--- src/rtl/isb_pkg.sv ---
package isb_pkg;
  localparam int ISB_BANK_W = 4;
  localparam int ISB_NUM_SRC = 8;
  localparam int ISB_WORD_W = 16;

  typedef enum int unsigned {
    SRC_ADC  = 0,
    SRC_SPI  = 1,
    SRC_TMR0 = 2,
    SRC_TMR1 = 3,
    SRC_TMR2 = 4,
    SRC_EXT0 = 5,
    SRC_EXT1 = 6,
    SRC_EXT2 = 7
  } isb_src_e;
endpackage

--- src/rtl/isb_rst_sync.sv ---
module isb_rst_sync #(
  parameter int STAGES = 2
) (
  input  logic clk,
  input  logic arst_n,
  output logic rst_n
);
  logic [STAGES-1:0] sync_q;

  always_ff @(posedge clk or negedge arst_n) begin
    if (!arst_n) sync_q <= '0;
    else         sync_q <= {sync_q[STAGES-2:0], 1'b1};
  end

  assign rst_n = sync_q[STAGES-1];
endmodule

--- src/rtl/isb_bank_field.sv ---
module isb_bank_field #(
  parameter int BANK_W = 4
) (
  input  logic              clk,
  input  logic              rst_n,
  input  logic              wr_en,
  input  logic [BANK_W-1:0] wr_bank,
  output logic [BANK_W-1:0] bank_q
);
  logic              bank_en;
  logic [BANK_W-1:0] bank_d;

  always_comb begin
    bank_en = wr_en;
    bank_d  = wr_bank;
  end

  always_ff @(posedge clk or negedge rst_n) begin
    if (!rst_n)       bank_q <= '0;
    else if (bank_en) bank_q <= bank_d;
  end

  assert_bank_load_R2: assert property (@(posedge clk) disable iff (!rst_n)
    wr_en |=> bank_q == $past(wr_bank));
  assert_bank_hold_R2: assert property (@(posedge clk) disable iff (!rst_n)
    !wr_en |=> $stable(bank_q));
endmodule

--- src/rtl/isb_flag_bank.sv ---
module isb_flag_bank #(
  parameter int NUM_SRC = 8
) (
  input  logic               clk,
  input  logic               rst_n,
  input  logic [NUM_SRC-1:0] evt_i,
  input  logic [NUM_SRC-1:0] clr_i,
  output logic [NUM_SRC-1:0] flag_q,
  output logic               any_q
);
  logic [NUM_SRC-1:0] flag_d;
  logic               any_d;

  for (genvar g = 0; g < NUM_SRC; g++) begin : g_cell
    always_comb begin
      flag_d[g] = evt_i[g] | (flag_q[g] & ~clr_i[g]);
    end

    assert_flag_set_R3: assert property (@(posedge clk) disable iff (!rst_n)
      evt_i[g] |=> flag_q[g]);
    assert_flag_clear_R5: assert property (@(posedge clk) disable iff (!rst_n)
      (clr_i[g] && !evt_i[g]) |=> !flag_q[g]);
    assert_flag_sticky_R4: assert property (@(posedge clk) disable iff (!rst_n)
      (!clr_i[g] && !evt_i[g]) |=> flag_q[g] == $past(flag_q[g]));
  end

  always_comb begin
    any_d = |flag_d;
  end

  always_ff @(posedge clk or negedge rst_n) begin
    if (!rst_n) begin
      flag_q <= '0;
      any_q  <= 1'b0;
    end else begin
      flag_q <= flag_d;
      any_q  <= any_d;
    end
  end

  assert_any_match_R9: assert property (@(posedge clk) disable iff (!rst_n)
    any_q == (flag_q != '0));
endmodule

--- src/rtl/isb_readback.sv ---
module isb_readback #(
  parameter int BANK_W  = 4,
  parameter int NUM_SRC = 8,
  parameter int WORD_W  = 16
) (
  input  logic [BANK_W-1:0]  bank_q,
  input  logic [NUM_SRC-1:0] flag_q,
  output logic [WORD_W-1:0]  rd_word
);
  localparam int USED_W = BANK_W + NUM_SRC;

  always_comb begin
    rd_word = '0;
    rd_word[BANK_W-1:0]      = bank_q;
    rd_word[USED_W-1:BANK_W] = flag_q;
  end
endmodule

--- src/rtl/intstat_bank_reg.sv ---
module intstat_bank_reg
  import isb_pkg::*;
#(
  parameter int BANK_W  = ISB_BANK_W,
  parameter int NUM_SRC = ISB_NUM_SRC,
  parameter int WORD_W  = ISB_WORD_W
) (
  input  logic               clk,
  input  logic               arst_n,
  input  logic               wr_en,
  input  logic [WORD_W-1:0]  wr_data,
  input  logic [NUM_SRC-1:0] evt_i,
  output logic [WORD_W-1:0]  rd_data,
  output logic [BANK_W-1:0]  bank_o,
  output logic [NUM_SRC-1:0] pend_o,
  output logic               irq_any_o
);
  localparam int FLAG_LSB = BANK_W;
  localparam int FLAG_MSB = BANK_W + NUM_SRC - 1;

  logic               rst_n;
  logic [NUM_SRC-1:0] clr_vec;
  logic [BANK_W-1:0]  bank_q;
  logic [NUM_SRC-1:0] flag_q;
  logic               any_q;
  logic               unused_rsvd;

  assign unused_rsvd = ^wr_data[WORD_W-1:FLAG_MSB+1];

  isb_rst_sync #(.STAGES(2)) u_rst (
    .clk    (clk),
    .arst_n (arst_n),
    .rst_n  (rst_n)
  );

  always_comb begin
    clr_vec = wr_en ? wr_data[FLAG_MSB:FLAG_LSB] : '0;
  end

  isb_bank_field #(.BANK_W(BANK_W)) u_bank (
    .clk     (clk),
    .rst_n   (rst_n),
    .wr_en   (wr_en),
    .wr_bank (wr_data[BANK_W-1:0]),
    .bank_q  (bank_q)
  );

  isb_flag_bank #(.NUM_SRC(NUM_SRC)) u_flags (
    .clk    (clk),
    .rst_n  (rst_n),
    .evt_i  (evt_i),
    .clr_i  (clr_vec),
    .flag_q (flag_q),
    .any_q  (any_q)
  );

  isb_readback #(.BANK_W(BANK_W), .NUM_SRC(NUM_SRC), .WORD_W(WORD_W)) u_rd (
    .bank_q  (bank_q),
    .flag_q  (flag_q),
    .rd_word (rd_data)
  );

  assign bank_o    = bank_q;
  assign pend_o    = flag_q;
  assign irq_any_o = any_q;

  assert_writeback_R7: assert property (@(posedge clk) disable iff (!rst_n)
    (wr_en && wr_data == rd_data && evt_i == '0) |=> (pend_o == '0 && $stable(bank_o)));
  assert_set_wins_R6: assert property (@(posedge clk) disable iff (!rst_n)
    (wr_en && (evt_i & wr_data[FLAG_MSB:FLAG_LSB]) != '0)
      |=> (pend_o & $past(evt_i & wr_data[FLAG_MSB:FLAG_LSB])) == $past(evt_i & wr_data[FLAG_MSB:FLAG_LSB]));
endmodule

--- config.mk ---
export PLATFORM = sky130hd
export DESIGN_NAME = intstat_bank_reg
export DESIGN_NICKNAME = d
export VERILOG_FILES = /design/src/rtl/isb_pkg.sv /design/src/rtl/isb_rst_sync.sv /design/src/rtl/isb_bank_field.sv /design/src/rtl/isb_flag_bank.sv /design/src/rtl/isb_readback.sv /design/src/rtl/intstat_bank_reg.sv
export SDC_FILE = /design/constraint.sdc
export NUM_CORES = 1
export LEC_CHECK = 0
export ABC_AREA = 1
export BUFFER_PORTS_ARGS = -buffer_cell sky130_fd_sc_hd__buf_4
export CORE_MARGIN = 4
export CORE_UTILIZATION = 34
export DETAILED_ROUTE_END_ITERATION = 12
export GPL_TIMING_DRIVEN = 0
export HOLD_SLACK_MARGIN = 0.05
export PLACE_DENSITY = 0.74
export SLEW_MARGIN = 10
export SYNTH_ARGS = -nofsm -noshare
export SYNTH_HDL_FRONTEND = slang
export SYNTH_SLANG_ARGS = --single-unit
--- constraint.sdc ---
create_clock -name clk -period 0.8 [get_ports clk]
set_input_delay 0.12 -clock clk [delete_from_list [all_inputs] [get_ports clk]]
set_output_delay 0.12 -clock clk [all_outputs]
set_load 0.02 [all_outputs]
==> results.toml <==
[timing]
setup-violations-final = 33
fin_ws_ns = -0.278
whs_ns = 0.0217
clock_skew_ns = 0.00195
fmax_mhz = 928
final-hold-violation-count = 0
fin_crit_ns = 1.08
relSlewSlack = 0.653
report.final.slew_viol_count = 0
max_slew.worst_pin.slew_ns = 0.521
post-route-period-util = 1.35
rsz0062_at_grt = "yes"

[clock_network]
cts_root_buf = "clkbuf_4"
hold_buffers = 1
clkTransAtPathRegs_ns = 0.09
cts_htree_levels = 1
cts_max_path_buffers = 2
cts_buffers = 3
cts_sinks = 15
cts_tree = "done"
clkLatencyLatePin_ns = 0.28

[global_routing]
grtUsageTotal = 0.137
overflow = 0
antenna_found_initial = 0
grt_max_degree = 14
first_global_vias = 662
grt_pass1_wl_um = 2840

[floorplan]
dieArea_um2 = 2890
die_h_um = 53.8
fp.dieW_um = 53.8
initial_utilization = 0.360
rows = 16
core_area_um2 = 1980
io_pins = 56

[min_path]
hp-class = "in2reg"

[logic_synthesis]
synth-xor-area-share = 0
ys_warn_count = 0
synth_top_cell_by_area = "dfrtp_1"
synth_top_flop_cell = "dfrtp_1"
synth_top_family_by_area = "buffers and inverters"
async_flop_share = 1.00
seq_area_frac_synth = 0.526
synthSimpleGateAreaFrac = 0.0860
synth_commonest_cells = "16 x buf_4, 15 x dfrtp_1, 11 x nand2_1, 8 x inv_1, 6 x a21oi_2"
ys_ff_latch = 15
synth_compound_area_frac = 0.0877
synth.avg_cell_area_um2 = 10.3
synthTopCellsByArea = "dfrtp_1 53%, buf_4 17%, a21oi_2 7.4%"
synth_most_common_cell = "buf_4"
post-synth-top-area-fraction = 0.526
synth_area_um2 = 713
syn_inst = 69
synth.distinct_cells = 11
synth.area.mux_share = 0.0632
synth_fa_ha_area_frac = 0
synth_edf_count = 0

[detailed_routing]
route.detailed.drc = 0
dr.pass1.iters = 3
ant_nets = 0
first_iter_violations = 5
wirelength_um = 1870
wl_per_cell_um = 12.2
vias_per_cell = 4.06
dr_total_vias = 626

[critical_path]
crit_top_cell = "buf_6"
crit_fanout = 3
critPathSlowestCell = "dfrtp_2"
worstSetupEndpoint = "rd_data[7]"
start_kind = "flop"
cp-end-kind = "output pin"
cp_top_family = "flip-flops"
max_stage_delay_ns = 0.44
worstPathCellList = "buf_6 > buf_6"
timing.rr.start = "u_flags.flag_q[4]$_DFF_PN0_"
cp.depth = 2
cp.required_ns = 0.68
reg2reg_depth = 5
r2r-end = "u_flags.any_q$_DFF_PN0_"
cp.arrival_ns = 0.96
startpoint = "u_flags.flag_q[3]$_DFF_PN0_"
ff2ff_setup_slack_ns = -0.24
path_buf_inv = 2
path_class = "reg2out"

[finish]
fin_nets = 155
design_area_um2 = 1360
syn_to_final_growth_pct = 90.5
num_antenna_cells = 0
layout-drive-gt1-share = 0.764

[placement]
dp_hpwl_um = 1330
gp_congestion = 0.637
post_dp_cell_area_um2 = 1130
io_buffers = 47
dp_slack_ns = -0.161

[power]
power.total_mw = 2.01
p_leak_nw = 0.630
ir_drop_v = 0.00134
power_density_nw_per_um2 = 1480

[status]
status = "finished with violations"
violations = "negative setup slack"

[flow_run]
maxCapViolations = 0
layer usage:
metal | routed length [µm] | GRT usage | up-vias
met5 | 0 | 0 | -
met4 | 0 | 0.0383 | 0
met3 | 198 | 0.0471 | 0
met2 | 1060 | 0.260 | 29
met1 | 617 | 0.139 | 289
li1 | - | - | 308
sequential cells by signal, indices dropped and copies added (netlist names):
| register | cells |
|---|---|
| u_flags.flag_q | 8 |
| u_bank.bank_q | 4 |
| u_rst.sync_q | 2 |
| u_flags.any_q | 1 |
cells in the final DEF, fill, tap and decap left out, drive strengths merged:
cell,instances
mux2,4
nor2,2
inv,8
a21oi,8
clkbuf,3
nand2,13
dlygate4sd3,1
clkinv,1
conb,5
dfrtp,15
buf,67
tightest hold or removal path: cells and delay by family:
family	cells	cell delay (ns)
AO/OA/AOI/OAI	1	0.03
buffers and inverters	2	0.12
per-stage QoR:
stage,std cells,setup TNS [ns],util
after floorplan,72,-0.177,-
after global placement,146,-0.237,0.572
after detailed placement,146,-0.295,0.572
after CTS,154,-6.15,0.676
after global routing,154,-7.12,0.686
final,154,-5.89,0.686
cell type report:
type	instances	area, µm²
flip-flops and latches	15	390
well taps	27	33.8
clock inverters	1	5.00
multi-input cells	32	218
inverters	8	30.0
fillers	156	623
repair buffers	51	483
clock buffers	3	22.5
plain buffers	17	176
how the worst min path moves through the flow:
| stage | startpoint | to | slack (ns) | depth (start not counted) |
|---|---|---|---|---|
| detailed placement | arst_n | u_rst.sync_q[0]$_DFF_PN0_ | -0.1 | 1 |
| global route | evt_i[7] | u_flags.flag_q[7]$_DFF_PN0_ | 0.008 | 3 |
| CTS | evt_i[4] | u_flags.flag_q[4]$_DFF_PN0_ | 0.008 | 3 |
| finish | evt_i[2] | u_flags.flag_q[2]$_DFF_PN0_ | 0.02 | 3 |
| global placement | arst_n | u_rst.sync_q[0]$_DFF_PN0_ | -0.1 | 1 |
| floorplan | arst_n | u_rst.sync_q[0]$_DFF_PN0_ | -0.18 | 0 |
timing repair:
| action | in CTS | in global routing |
|---|---|---|
| buffers inserted | 3 | 0 |
| endpoints found under the hold margin | 10 | 8 |
| pin swaps | 5 | 3 |
| setup endpoints to repair | 26 | 33 |
| gates resized for setup | 38 | 3 |
report_power, final:
| part | switching [mW] | internal (mW) |
|---|---|---|
| Clock | 0.237 | 0.185 |
| Combinational | 0.283 | 0.408 |
| Sequential | 0.0736 | 0.819 |
cell families after synthesis:
family | Yosys count
AOI/OAI and AO/OA | 8
buffers and inverters | 25
DFF | 15
muxes | 4
other | 2
and+or+nand+nor | 15
Note: power is estimated with default switching activity, not from simulation.
